[src/rtl/tis_pkg.sv]
package tis_pkg;
  parameter int ADDR_W     = 32;
  parameter int VREG_BYTES = 8;
  parameter int NUM_VREGS  = 32;
  parameter int GPR_IDX_W  = 4;

  localparam int VREG_W = VREG_BYTES * 8;
  localparam int VIDX_W = $clog2(NUM_VREGS);
  localparam int LANE_W = $clog2(VREG_BYTES);

  localparam logic [3:0] TYPE_SINGLE = 4'b0100;
  localparam logic [3:0] TYPE_DOUBLE = 4'b0101;
  localparam logic [GPR_IDX_W-1:0] GPR_NONE  = '1;
  localparam logic [GPR_IDX_W-1:0] GPR_FIXED = GPR_IDX_W'(13);

  typedef enum logic [1:0] {ST_IDLE, ST_WRITE, ST_WB, ST_DONE} state_e;

  typedef struct packed {
    logic [1:0]        size;
    logic [VIDX_W-1:0] reg0;
    logic              dbl;
    logic              undef;
    logic              unpred;
    logic              misalign;
    logic              wback;
    logic              use_index;
  } dec_t;
endpackage

[src/rtl/tis_decode.sv]
module tis_decode
  import tis_pkg::*;
(
  input  logic [1:0]           size_i,
  input  logic [1:0]           align_i,
  input  logic [3:0]           type_i,
  input  logic                 dhi_i,
  input  logic [VIDX_W-2:0]    vd_i,
  input  logic [GPR_IDX_W-1:0] rn_i,
  input  logic [GPR_IDX_W-1:0] rm_i,
  input  logic [LANE_W-1:0]    base_lo_i,
  output dec_t                 dec_o
);
  logic [VIDX_W:0] last_reg;
  logic            bad_type;

  always_comb begin
    bad_type        = (type_i != TYPE_SINGLE) && (type_i != TYPE_DOUBLE);
    dec_o.size      = size_i;
    dec_o.reg0      = {dhi_i, vd_i};
    dec_o.dbl       = (type_i == TYPE_DOUBLE);
    last_reg        = {1'b0, dhi_i, vd_i} + (VIDX_W+1)'(dec_o.dbl ? 4 : 2);
    dec_o.undef     = (size_i == 2'b11) || align_i[1] || bad_type;
    dec_o.unpred    = !dec_o.undef &&
                      ((rn_i == GPR_NONE) || (last_reg > (VIDX_W+1)'(NUM_VREGS-1)));
    dec_o.misalign  = !dec_o.undef && !dec_o.unpred && align_i[0] && (base_lo_i != '0);
    dec_o.wback     = (rm_i != GPR_NONE);
    dec_o.use_index = (rm_i != GPR_NONE) && (rm_i != GPR_FIXED);
  end
endmodule

[src/rtl/tis_lane.sv]
module tis_lane
  import tis_pkg::*;
(
  input  logic [VREG_W-1:0]     vreg_i,
  input  logic [LANE_W-1:0]     elem_idx_i,
  input  logic [1:0]            size_i,
  input  logic [LANE_W-1:0]     off_i,
  output logic [VREG_W-1:0]     wdata_o,
  output logic [VREG_BYTES-1:0] be_o
);
  logic [LANE_W-1:0] byte_pos;
  logic [LANE_W:0]   nbytes;
  logic [VREG_W-1:0] shifted;

  assign byte_pos = elem_idx_i << size_i;
  assign nbytes   = (LANE_W+1)'(1) << size_i;
  assign shifted  = vreg_i >> {byte_pos, 3'b000};

  // lane b carries element byte (b - off) mod VREG_BYTES
  for (genvar b = 0; b < VREG_BYTES; b++) begin : g_lane
    logic [LANE_W-1:0] src;
    assign src = LANE_W'(b) - off_i;
    assign be_o[b] = ({1'b0, src} < nbytes);
    assign wdata_o[b*8 +: 8] = be_o[b] ? shifted[{src, 3'b000} +: 8] : 8'h00;
  end
endmodule

[src/rtl/tis_wb.sv]
module tis_wb
  import tis_pkg::*;
(
  input  logic [ADDR_W-1:0] base_i,
  input  logic [ADDR_W-1:0] index_i,
  input  logic              use_index_i,
  output logic [ADDR_W-1:0] wb_o
);
  localparam logic [ADDR_W-1:0] FIXED_INC = ADDR_W'(3 * VREG_BYTES);
  assign wb_o = base_i + (use_index_i ? index_i : FIXED_INC);
endmodule

[src/rtl/tri_interleave_store.sv]
module tri_interleave_store
  import tis_pkg::*;
(
  input  logic                  clk_i,
  input  logic                  rst_ni,
  input  logic                  cmd_valid_i,
  output logic                  cmd_ready_o,
  input  logic [1:0]            cmd_size_i,
  input  logic [1:0]            cmd_align_i,
  input  logic [3:0]            cmd_type_i,
  input  logic                  cmd_dhi_i,
  input  logic [VIDX_W-2:0]     cmd_vd_i,
  input  logic [GPR_IDX_W-1:0]  cmd_rn_i,
  input  logic [GPR_IDX_W-1:0]  cmd_rm_i,
  input  logic [ADDR_W-1:0]     base_val_i,
  input  logic [ADDR_W-1:0]     index_val_i,
  output logic [VIDX_W-1:0]     vreg_raddr_o,
  input  logic [VREG_W-1:0]     vreg_rdata_i,
  output logic                  mem_we_o,
  output logic [ADDR_W-1:0]     mem_addr_o,
  output logic [VREG_W-1:0]     mem_wdata_o,
  output logic [VREG_BYTES-1:0] mem_be_o,
  output logic                  wb_valid_o,
  output logic [ADDR_W-1:0]     wb_addr_o,
  output logic                  done_o,
  output logic                  undef_o,
  output logic                  unpred_o,
  output logic                  align_fault_o
);
  state_e              state_q;
  dec_t                dec_d, dec_q;
  logic [ADDR_W-1:0]   addr_q, base_q, index_q;
  logic [LANE_W-1:0]   elem_q, elem_last;
  logic [1:0]          slot_q;
  logic [VIDX_W-1:0]   step, reg_off;
  logic                accept, reject;

  tis_decode u_decode (
    .size_i   (cmd_size_i),
    .align_i  (cmd_align_i),
    .type_i   (cmd_type_i),
    .dhi_i    (cmd_dhi_i),
    .vd_i     (cmd_vd_i),
    .rn_i     (cmd_rn_i),
    .rm_i     (cmd_rm_i),
    .base_lo_i(base_val_i[LANE_W-1:0]),
    .dec_o    (dec_d)
  );

  assign cmd_ready_o = (state_q == ST_IDLE);
  assign accept      = cmd_valid_i && cmd_ready_o;
  assign reject      = dec_d.undef || dec_d.unpred || dec_d.misalign;
  assign elem_last   = LANE_W'((VREG_BYTES >> dec_q.size) - 1);

  always_ff @(posedge clk_i or negedge rst_ni) begin
    if (!rst_ni) begin
      state_q <= ST_IDLE;
      dec_q   <= '0;
      addr_q  <= '0;
      base_q  <= '0;
      index_q <= '0;
      elem_q  <= '0;
      slot_q  <= '0;
    end else begin
      unique case (state_q)
        ST_IDLE: if (accept) begin
          dec_q   <= dec_d;
          addr_q  <= base_val_i;
          base_q  <= base_val_i;
          index_q <= index_val_i;
          elem_q  <= '0;
          slot_q  <= '0;
          state_q <= reject ? ST_DONE : ST_WRITE;
        end
        ST_WRITE: begin
          addr_q <= addr_q + (ADDR_W'(1) << dec_q.size);
          if (slot_q == 2'd2) begin
            slot_q <= '0;
            if (elem_q == elem_last) state_q <= ST_WB;
            else                     elem_q  <= elem_q + 1'b1;
          end else begin
            slot_q <= slot_q + 1'b1;
          end
        end
        ST_WB:   state_q <= ST_DONE;
        default: state_q <= ST_IDLE;
      endcase
    end
  end

  always_comb begin
    step = dec_q.dbl ? VIDX_W'(2) : VIDX_W'(1);
    unique case (slot_q)
      2'd0:    reg_off = '0;
      2'd1:    reg_off = step;
      default: reg_off = step << 1;
    endcase
  end
  assign vreg_raddr_o = dec_q.reg0 + reg_off;

  tis_lane u_lane (
    .vreg_i    (vreg_rdata_i),
    .elem_idx_i(elem_q),
    .size_i    (dec_q.size),
    .off_i     (addr_q[LANE_W-1:0]),
    .wdata_o   (mem_wdata_o),
    .be_o      (mem_be_o)
  );

  tis_wb u_wb (
    .base_i     (base_q),
    .index_i    (index_q),
    .use_index_i(dec_q.use_index),
    .wb_o       (wb_addr_o)
  );

  assign mem_we_o      = (state_q == ST_WRITE);
  assign mem_addr_o    = addr_q;
  assign wb_valid_o    = (state_q == ST_WB) && dec_q.wback;
  assign done_o        = (state_q == ST_DONE);
  assign undef_o       = done_o && dec_q.undef;
  assign unpred_o      = done_o && dec_q.unpred;
  assign align_fault_o = done_o && dec_q.misalign;
endmodule

[config.mk]
export PLATFORM = sky130hd
export DESIGN_NAME = tri_interleave_store
export DESIGN_NICKNAME = d
export VERILOG_FILES = /design/src/rtl/tis_pkg.sv /design/src/rtl/tis_decode.sv /design/src/rtl/tis_lane.sv /design/src/rtl/tis_wb.sv /design/src/rtl/tri_interleave_store.sv
export SDC_FILE = /design/constraint.sdc
export NUM_CORES = 1
export LEC_CHECK = 0
export BUFFER_PORTS_ARGS = -buffer_cell sky130_fd_sc_hd__buf_2
export CELL_PAD_IN_SITES_DETAIL_PLACEMENT = 1
export CELL_PAD_IN_SITES_GLOBAL_PLACEMENT = 2
export CORE_ASPECT_RATIO = 2
export CORE_UTILIZATION = 35
export DETAILED_ROUTE_END_ITERATION = 10
export GPL_ROUTABILITY_DRIVEN = 0
export PLACE_DENSITY_LB_ADDON = 0.15
export REMOVE_ABC_BUFFERS = 1
export SYNTH_ARGS = -nofsm -noshare
export SYNTH_HDL_FRONTEND = slang
export SYNTH_HIERARCHICAL = 1
export SYNTH_SLANG_ARGS = --single-unit
export TNS_END_PERCENT = 1
[constraint.sdc]
create_clock -name clk_i -period 12.7 [get_ports clk_i]
set_clock_uncertainty 0.1 [all_clocks]
set_input_delay 1.905 -clock clk_i [delete_from_list [all_inputs] [get_ports clk_i]]
set_output_delay 1.905 -clock clk_i [all_outputs]
set_load 0.01 [all_outputs]
---- Yosys cells after proc, flatten, opt, wreduce, memory -nomap -nowiden ----
Index checks and enable logic that the tools add are counted.
storage, ports and cells
  bits in registers ....................... 116
  output and inout port bits .............. 148
operators by class
  add/sub/neg operators ................... 15
  $lt $le $gt $ge ......................... 9
  equality and inequality tests ........... 17
  shift operators ......................... 13
  muxes and demuxes ....................... 26
  reduce and logical (&&, ||, !) cells .... 26
operator list
  kind                  count
  $shiftx 64x7->8       8
  $add 32x32->32        2
  $mux 32               2
  $mux 8                8
  $pmux 32 s2           1
  $shr 64x6->64         1
  $lt 3x4->1            8
  $shl 1x2->32 const A  1
  $mux 2                7
  $mux 3                4
  $pmux 3 s2            2
  $sub 3x3->3 const A   4
  $logic_and 1x1->1     11
  $eq 2x2->1 const B    4
  $ne 4x3->1 const B    2
  $ne 4x4->1 const B    2
  $add 5x6->6           1
  $gt 6x5->1 const B    1
  $ne 2x1->1 const B    3
  $pmux 2 s3            1
  $sub 1x3->3 const A   2
  $sub 2x3->3 const A   2
  $add 5x5->5           1
  $logic_or 1x1->1      5
  other kinds (19)      23

---- Logic depth before layout (Yosys ltp) ----
Gate-level depths: netlist of run 1.
  depth after elaboration ................. 14
  depth in mapped cells ................... 18

---- Hierarchy ----
Netlist of run 1, hierarchy kept.
modules (own cells, without submodules)
  module                instances  cells each  area an instance (µm²)  seq. area each (µm²)
  tri_interleave_store  1          507         5,721.7                 2,902.8
  tis_lane              1          799         5,257.5                 0.0
  tis_wb                1          268         1,879.3                 0.0
  tis_decode            1          21          153.9                   0.0

---- Worst setup path after synthesis of run 1 ----
No wires, ideal clock.
  path type ............................... register -> output
  start point ............................. reg addr_q[0] (netlist: mem_addr_o[0])
  end point ............................... out mem_wdata_o[49]
  arrival ................................. 4.544 ns
  data required time ...................... 10.695 ns
  path slack .............................. 6.151 ns
  cell stages (with the launch flop) ...... 19
  buffers on the path ..................... 8
  cells stage by stage .................... dfrtp_1 -> inv_1 -> clkbuf_1 -> clkbuf_1 -> clkbuf_1 -> buf_1 -> ha_1 -> clkbuf_1 -> inv_1 -> clkbuf_1 -> clkbuf_1 -> ha_1 -> a21o_1 -> a21o_1 -> and2_1 -> clkbuf_1 -> inv_1 -> nand2_1 -> o22ai_1
on the way
  cells in the longest elaborated chain, start to end .. 3
ends and longest elaborated chain
  element                 line                        RTL
  start, declared         tri_interleave_store.sv:32  logic [ADDR_W-1:0] addr_q, base_q, index_q;
  start signal, assigned  tri_interleave_store.sv:68  addr_q <= base_val_i;
  start signal, assigned  tri_interleave_store.sv:76  addr_q <= addr_q + (ADDR_W'(1) << dec_q.size);
  $sub 3x3->3             tis_lane.sv:22              assign src = LANE_W'(b) - off_i;
  $lt 3x4->1              tis_lane.sv:23              assign be_o[b] = ({1'b0, src} < nbytes);
  net mem_be_o[6]         tri_interleave_store.sv:22  output logic [VREG_BYTES-1:0] mem_be_o,
  $mux 8                  tis_lane.sv:24              assign wdata_o[b*8 +: 8] = be_o[b] ? shifted[{src, 3'b000} +: 8] : 8'h00;
  end, declared           tri_interleave_store.sv:21  output logic [VREG_W-1:0] mem_wdata_o,
The timed path passes the listed nets, and every way through them passes these cells.

---- Worst setup path in the final report of run 1 ----
  start point ............................. reg dec_q[11] (netlist bit)
  end point ............................... out mem_wdata_o[40]
on the way
  cells in the longest elaborated chain, start to end .. 4
ends and longest elaborated chain
  element                 line                        RTL
  start, declared         tri_interleave_store.sv:31  dec_t dec_d, dec_q;
  start signal, assigned  tri_interleave_store.sv:58  dec_q <= '0;
  start signal, assigned  tri_interleave_store.sv:67  dec_q <= dec_d;
  $shl 3x2->3             tis_lane.sv:15              assign byte_pos = elem_idx_i << size_i;
  $shr 64x6->64           tis_lane.sv:17              assign shifted = vreg_i >> {byte_pos, 3'b000};
  $shiftx 64x7->8         tis_lane.sv:24
  $mux 8 (*)              tis_lane.sv:24
Mark *: on every way between the ends. The rest lies on a longest branch, timed or not.

==> impl_metrics.toml, run 1 <==
[cells_and_area]
nNetsFinal = 2036
nFillCells = 4537
final_cell_mix = "buf_2 (298), nand2_1 (155), a21oi_1 (123), dfrtp_1 (113), nor2_1 (105)"
mostFrequentLayoutCell = "buf_2"
area_growth_pct = 18.0
drive_gt1_share_pct = 28.5

[timing]
finalSetupTns_ps = 0
rsz0062_at_grt = "no"
fmax_mhz = 145
setup_viol = 0
period_minus_slack_ps = 6900
tightest_slew_ps = 1330
period_share_pct = 54.3
slew-limit-headroom_pct = 10.7
hold_viol = 0
slew_viol_final = 0

[status]
outcome = "finished with violations"
violations = "DRC"

[floorplanning]
rows = 99
die_w_um = 138
die_y_um = 275
io_pins = 300
start_util_pct = 35.6
core_area_um2 = 36500
dieArea_um2 = 38000

[job]
timing.max_cap.violations = 0

[route]
top_layer = "met4"
met1_length_um = 19500
route.met3.wl_um = 2920
num_vias = 14599
drt_iter0_markers = 823
wire_per_inst_um = 27.5
ant_nets = 0
vias_per_cell = 6.37
routed-wl-met2_um = 34400
routed_wl_um = 63000
drc = 34
first_pass_iters = 8

[global_routing]
grtUsageTotal_pct = 32.8
grt_max_degree = 67
first_global_vias = 15501
antenna_found_initial = 4
grt-ovfl-total = 0
grt_pass1_wl_um = 93200

[synth]
synth_top_area_share_pct = 22.3
async_reset_ff_share_pct = 100
synth_edf_count = 0
ys_types = 104
synth_fa_ha_area_share_pct = 6.13
ys_top_cells_by_area = "dfrtp_1 (22%), mux2_2 (8.0%), ha_1 (5.7%)"
synthCells = 1595
synthMuxAreaShare_pct = 14.2
yosys.area.top_type = "dfrtp_1"
synth-main-ff-cell = "dfrtp_1"
synth_compound_area_share_pct = 29.4
synth_seq_cells = 116
ys_warn_count = 6
avgSynthCellArea_um2 = 8.16
synthesis.area_um2 = 13000
synth_xor_area_share_pct = 2.49
yosysSeqAreaShare_pct = 22.3
yosys.area_share.simple_pct = 20.0
synth_top_family_by_area = "compound AO/OA/AOI/OAI gates"

[setup_path]
crit_buf_inv = 4
path_cells = "buf_4 > mux2i_1 > buf_4 > o21ai_2 > buf_4 > nand2_1 > a2bb2oi_1 > nand2_1 > a311oi_1 > a21oi_1 > buf_2"
cp_slowest_cell = "a311oi_1"
startpoint_type = "flop"
crit_arrival_ps = 4890
worstPathMaxFanout = 43
end_kind = "output pin"
crit_top_cell = "buf_4"
crit_required_ps = 10690
path_delay_family = "compound AO/OA/AOI/OAI gates"
cpPeakStageDelay_ps = 1130
crit_type = "flop to output pin"

[clocking]
cts_buffers = 17
cts_hold_buf = 0
clockBufferDepth = 2
clkSinkCount = 116
cts-htree-levels = 4
clkLatencyLatePin_ps = 430
post_cts_resized = 0
post_cts_buffers = 0
clk_pin_slew_ps = 60
cts_tree = "done"
clock-root-buffer = "clkbuf_16"

[placement]
dp_hpwl_um = 48600
port_buffers = 299

[min_path]
worst_hold_path_type = "flop to flop"
==> cell usage after synthesis, drive strengths merged, types with 14 or more instances <==
library cell / n
a22oi: 20
nand4: 14
and2: 53
or3: 14
inv: 34
a21o: 29
o22ai: 77
a211oi: 23
a21oi: 124
dfrtp: 116
mux2i: 52
ha: 59
and3: 16
clkbuf: 65
xnor2: 24
o21ai: 76
a221oi: 17
buf: 57
a2bb2oi: 16
nand3: 36
nand2: 156
nor3: 38
nor2: 105
mux2: 92
a31oi: 27
==> kinds of logic (layout without fill, tap and decap cells) <==
logic type | after synthesis | in the layout
AOI/OAI and AO/OA | 556 | 556
and+or+nand+nor | 511 | 511
DFF | 116 | 116
adders and majority gates | 62 | 62
buffers and inverters | 157 | 396
xor gates and xnor gates | 37 | 37
muxes | 156 | 156
other | 0 | 3
==> registers in the layout (all words and copies together) (netlist names) <==
register,count
state_q,2
dec_q,13
slot_q,2
mem_addr_o,32
elem_q,3
index_q,32
base_q,32
==> final timing paths <==
kind	start	to	slack [ps]	depth (start not counted)
worst max-delay path	dec_q[11]	mem_wdata_o[40]	5800	11
worst min-delay path	index_q[16]	index_q[16]	400	1
worst max register to register	dec_q[11]	mem_addr_o[13]	9200	8
worst min register to register	index_q[16]	index_q[16]	400	1
max in group asynchronous	rst_ni	mem_addr_o[0]	9620	2
min in group asynchronous	rst_ni	index_q[25]	1400	1
==> layer usage <==
metal	track usage (%)	up-vias
met4	30.9	0
met5	0	-
met2	63.9	569
li1	-	6570
met1	27.9	7209
met3	5.85	251
==> metrics by stage <==
stage               util [%]  hold WS, ps  cell area [µm²]  std cells  worst slack [ps]
floorplan                  -          370            12400       1473              5470
finish                  42.0          397            15400       2291              5800
CTS                     42.0          398            15300       2288              5980
global placement        40.4          380            14800       2257              6300
global route            42.0          405            15400       2291              5870
detailed placement      40.4          386            14800       2257              6240
==> final cells by class <==
class	instances	area (µm²)	share of cell area [%]
multi-input cells	1322	9430	61.4
flip-flops and latches	116	2910	18.9
repair buffers	330	1730	11.3
well taps	454	568	3.70
clock buffers	19	443	2.89
clock inverters	12	133	0.864
inverters	35	131	0.856
diodes	3	7.51	0.0489
Power of run 1 is left out: the tool's default activity adds up to more than one toggle a clock period on the data nets, which glitch-free logic cannot reach.
==> inputs of run 2 (changes only) <==
--- a/config.mk
+++ b/config.mk
@@ -9,7 +9,7 @@
 export CELL_PAD_IN_SITES_DETAIL_PLACEMENT = 1
 export CELL_PAD_IN_SITES_GLOBAL_PLACEMENT = 2
 export CORE_ASPECT_RATIO = 2
-export CORE_UTILIZATION = 35
+export CORE_UTILIZATION = 29
 export DETAILED_ROUTE_END_ITERATION = 10
 export GPL_ROUTABILITY_DRIVEN = 0
 export PLACE_DENSITY_LB_ADDON = 0.15
==> constraint.sdc (replaced) <==
create_clock -name clk_i -period 6.3 [get_ports clk_i]
set_clock_uncertainty 0.1 [all_clocks]
set_input_delay 0.945 -clock clk_i [delete_from_list [all_inputs] [get_ports clk_i]]
set_output_delay 0.945 -clock clk_i [all_outputs]
set_load 0.01 [all_outputs]
==> run 2 against run 1 <==
Compared with the run above:
- first-iteration DRC count decreased by 23%
- via count is 0.55% higher
- flip-flop and latch count stayed put
- the run now ends clean
- die area is 20% higher
- design area is 0.85% higher
- critical path type unchanged
- critical endpoint is now mem_wdata_o[8]
- global-route usage down 3.1 points
==> impl_metrics.toml, run 2 (same netlist as run 1, synthesis figures left out) <==
[status]
outcome = "finished, final reports clean"

[min_path]
worst_hold_path_type = "flop to flop"
min_path_cells = 1
worstHoldStart = "index_q[16]"
holdPathEnd = "index_q[16]"

[floorplanning]
rows = 109
die_y_um = 302
dieArea_um2 = 45800
io_pins = 300
core_area_um2 = 44200
die_w_um = 152
start_util_pct = 29.4

[route]
wire_per_inst_um = 28.5
route.met3.wl_um = 3250
top_layer = "met5"
vias_per_cell = 6.13
routed-wl-met2_um = 37700
first_pass_iters = 6
drc = 0
num_vias = 14680
met1_length_um = 21300
ant_nets = 0
routed_wl_um = 68100
drt_iter0_markers = 633

[cells_and_area]
multi_input_area_um2 = 9440
final_cell_mix = "buf_2 (298), nand2_1 (155), a21oi_1 (123), dfrtp_1 (113), nor2_1 (105)"
nNetsFinal = 2041
mostFrequentLayoutCell = "buf_2"
fin_cells = 2393
area_growth_pct = 19.0
register_area_um2 = 2910
nFillCells = 5401
drive_gt1_share_pct = 28.6

[global_routing]
first_global_vias = 15568
grt_pass1_wl_um = 98400
grt_max_degree = 59
antenna_found_initial = 2
grtUsageTotal_pct = 29.7
grt-ovfl-total = 0

[clocking]
clock-root-buffer = "clkbuf_16"
clkLatencyLatePin_ps = 430
cts-htree-levels = 4
cts_tree = "done"
cts_buffers = 17
cts_hold_buf = 0
post_cts_buffers = 0
post_cts_resized = 0
clockBufferDepth = 2
clk_pin_slew_ps = 50
clkSinkCount = 116

[timing]
finalSetupTns_ps = 0
hold_viol = 0
tightest_slew_ps = 1380
period_share_pct = 90.1
period_minus_slack_ps = 5680
fmax_mhz = 176
setup_viol = 0
rsz0062_at_grt = "no"
slew_viol_final = 0
slew-limit-headroom_pct = 7.77
fin_hold_ws_ps = 395

[setup_path]
crit_arrival_ps = 4630
crit_required_ps = 5250
startpoint_type = "flop"
end_kind = "output pin"
reg2reg_depth = 7
crit_type = "flop to output pin"
worstPathMaxFanout = 27
reg2reg_to = "mem_addr_o[30]"
worstReg2RegStart = "state_q[1]"
r2r_setup_slack_ps = 2880

[job]
timing.max_cap.violations = 0

[placement]
port_buffers = 299
dp_cells = 2363
dp_hpwl_um = 53200
[run 2: cell count changes in the layout (fill, tap and decap cells not counted), moves of 2 or more]
cell | previous run | this run
clkinv_2 | 2 | 4
clkbuf_8 | 1 | 3
buf_4 | 32 | 37
clkinvlp_4 | 6 | 1
[run 2: worst max-delay path by stage]
stage | from | to | slack, ps | cells after the start
after floorplan | mem_addr_o[0] | mem_wdata_o[17] | 30 | 10
after global placement | dec_q[0] | wb_addr_o[24] | 840 | 11
after detailed placement | dec_q[0] | wb_addr_o[24] | 1240 | 11
after CTS | dec_q[0] | wb_addr_o[24] | 730 | 11
after global routing | dec_q[11] | mem_wdata_o[8] | 520 | 10
final | dec_q[11] | mem_wdata_o[8] | 620 | 10
[run 2: metal layers]
layer / GRT usage (%) / vias to the layer above
met5: 0 / -
met4: 24.2 / 2
met3: 5.22 / 194
met2: 57.5 / 539
met1: 25.6 / 7373
li1: - / 6572
[run 2: stage by stage]
step	area, µm²	worst slack (ps)	util, %
4_1_cts	15500	729	35.0
5_1_grt	15500	523	35.0
3_3_place_gp	14900	838	33.8
2_1_floorplan	12400	26.4	-
3_5_place_dp	14900	1240	33.8
6_report	15500	622	35.0
[run 2: worst max-delay path, stage by stage, from the launching register on]
cell and delay [ps]:
dfrtp_1 560, buf_4 370, and2_1 610, o21ai_1 370, nand2_1 580, a2bb2oi_1 540
nand2_1 140, a311oi_1 560, buf_4 240, a21oi_1 70, buf_2 150
[run 2: final cells by class]
| type | count | share of cell area (%) |
|---|---|---|
| diodes | 3 | 0.0485 |
| multi-input cells | 1322 | 61.0 |
| flip-flops and latches | 116 | 18.8 |
| inverters | 35 | 0.849 |
| repair buffers | 335 | 11.4 |
| well taps | 555 | 4.49 |
| clock buffers | 21 | 3.04 |
| clock inverters | 6 | 0.372 |
Power of run 2 is left out for the same reason.
==> inputs of run 3 (changes only) <==
--- a/config.mk
+++ b/config.mk
@@ -5,11 +5,12 @@
 export SDC_FILE = /design/constraint.sdc
 export NUM_CORES = 1
 export LEC_CHECK = 0
+export ABC_AREA = 1
 export BUFFER_PORTS_ARGS = -buffer_cell sky130_fd_sc_hd__buf_2
 export CELL_PAD_IN_SITES_DETAIL_PLACEMENT = 1
 export CELL_PAD_IN_SITES_GLOBAL_PLACEMENT = 2
 export CORE_ASPECT_RATIO = 2
-export CORE_UTILIZATION = 29
+export CORE_UTILIZATION = 25
 export DETAILED_ROUTE_END_ITERATION = 10
 export GPL_ROUTABILITY_DRIVEN = 0
 export PLACE_DENSITY_LB_ADDON = 0.15
==> run 3 against run 2 <==
Compared with the run above:
- synthesized cell count increased by 57%
- critical path depth shrank 1
- critical endpoint is now mem_wdata_o[27]
- area after synthesis up 6.3%
- final cell count up 43%
- design area grew 5.9%
- first-iteration DRC count rose by 22%
- sequential share of layout area is 1.1 points lower
- die area is 23% higher
- setup slack improved by 710 ps
- via count is 16% higher
- register-to-register slack improved by 230 ps
- fmax increased by 14%
==> impl_metrics.toml, run 3 <==
[clocking]
clockBufferDepth = 2
clkLatencyLatePin_ps = 450
post_cts_buffers = 0
clock-root-buffer = "clkbuf_16"
post_cts_resized = 0
clk_pin_slew_ps = 70
clkSinkCount = 116
cts-htree-levels = 4
cts_hold_buf = 0
cts_buffers = 17
cts_tree = "done"

[route]
first_pass_iters = 5
num_vias = 17087
vias_per_cell = 5.01
drt_iter0_markers = 770
routed_wl_um = 68800
drc = 0
ant_nets = 0
wire_per_inst_um = 20.2

[setup_path]
crit_required_ps = 5250
cpPeakStageDelay_ps = 740
cp_slowest_cell = "a22oi_2"
startpoint_type = "flop"
crit_top_cell = "nor2_1"
critPathLaunch = "dec_q[12]"
crit_arrival_ps = 3930
end_kind = "output pin"
path_cells = "nor2_4 > buf_4 > inv_1 > nor2_1 > o21bai_1 > a22oi_2 > nand2_1 > nor2_1 > buf_2"
worstPathMaxFanout = 29
worstReg2RegStart = "mem_addr_o[0]"
crit_type = "flop to output pin"

[synth]
synth_commonest_cells = "nand2_1 (935), nand3_1 (513), inv_1 (248)"
synth_seq_cells = 116
synth-main-ff-cell = "dfrtp_1"
synth_edf_count = 0
synthCells = 2498
ys_top_cells_by_area = "nand2_1 (25%), dfrtp_1 (21%), nand3_1 (19%)"
synth_top_area_share_pct = 25.4
async_reset_ff_share_pct = 100
synth_most_common_cell = "nand2_1"
synthesis.area_um2 = 13800
ys_types = 42
yosys.area.top_type = "nand2_1"
yosysSeqAreaShare_pct = 21.0
ys_warn_count = 6
avgSynthCellArea_um2 = 5.54

[power_and_ir_drop]
power.density_nw_per_um2 = 737
p_leak_nw = 9.54
ir_drop_mv = 0.302

[floorplanning]
die_y_um = 335
dieArea_um2 = 56300
core_area_um2 = 54500
die_w_um = 168
start_util_pct = 25.4
rows = 121
io_pins = 300

[global_routing]
grt_max_degree = 68
grtUsageTotal_pct = 24.5
first_global_vias = 18110
antenna_found_initial = 3
use_met2_pct = 49.7
grtUsageMet3_pct = 2.84
grt_most_used_layer = "met2"
globalRouteMet1Util_pct = 24.3
grt_pass1_wl_um = 105000
grt-ovfl-total = 0

[placement]
port_buffers = 299
dp_hpwl_um = 55100

[cells_and_area]
nFillCells = 7332
drive_gt1_share_pct = 15.3
mostFrequentLayoutCell = "nand2_1"
nNetsFinal = 2932
fin_util_pct = 30.1
area_growth_pct = 18.5
multi_input_area_um2 = 9370
final_cell_mix = "nand2_1 (933), nand3_1 (513), buf_2 (298), inv_1 (247), nor2_1 (242)"
register_area_um2 = 2910

[timing]
period_minus_slack_ps = 4970
finalSetupTns_ps = 0
period_share_pct = 78.9
slew_viol_final = 0
fmax_mhz = 201
hold_viol = 0
rsz0062_at_grt = "no"
setup_viol = 0
tightest_slew_ps = 1200
slew-limit-headroom_pct = 19.5
fin_hold_ws_ps = 381

[min_path]
worstHoldStart = "index_q[6]"
worst_hold_path_type = "flop to flop"

[job]
timing.max_cap.violations = 0

[status]
outcome = "finished, final reports clean"
## run 3: final timing paths
path	to	slack, ps	cells past startpoint
max in group asynchronous	index_q[22]	4220	2
setup / recovery	mem_wdata_o[27]	1330	9
setup reg to reg	mem_addr_o[30]	3110	12
hold / removal	index_q[6]	380	2
hold reg to reg	index_q[6]	380	2
min in group asynchronous	dec_q[10]	440	1
## run 3: area by class of cell
cell class | instances | area share (%)
sequential | 116 | 17.7
tap | 676 | 5.16
inverter | 264 | 6.04
multi-input combinational | 1993 | 57.1
clock inverter | 15 | 0.840
timing repair buffer | 326 | 10.5
clock buffer | 17 | 2.59
antenna | 4 | 0.0611
## run 3: per-stage QoR
step	std cells	cell area (µm²)	setup slack (ps)	total power [mW]
floorplan	2373	13200	6.21	7.10
global placement	3375	15800	1800	11.1
detailed placement	3375	15800	1740	11.2
CTS	3407	16400	1240	12.2
global route	3407	16400	965	13.2
finish	3411	16400	1330	12.1
## run 3: kinds of logic after synthesis
logic type,after synthesis,synth area share [%]
and+or+nand+nor,1760,54.2
AOI/OAI and AO/OA,144,5.65
adders and majority gates,62,5.77
xor gates and xnor gates,27,1.98
buffers and inverters,389,11.4
DFF,116,21.0
## run 3: layer usage
| layer | vias to the layer above | wire length, µm |
|---|---|---|
| met5 | - | 31 |
| met4 | 6 | 2770 |
| met1 | 8201 | 24700 |
| li1 | 8369 | - |
| met3 | 115 | 2810 |
| met2 | 396 | 38500 |
## run 3: critical path: cells and delay by family, from the launching register on
family / cells / cell delay [ps]
flops: 1 / 520
compound gates: 2 / 870
buf+inv: 3 / 760
simple gates: 4 / 1270
## run 3: report_power, final
group          switching [mW]  internal, mW  leakage (nW)
Sequential              0.489          1.10          1.43
Combinational            6.51          3.02          7.83
Clock                   0.449         0.521         0.270
Total                    7.45          4.63          9.54
Power figures use the tool's default switching activity.
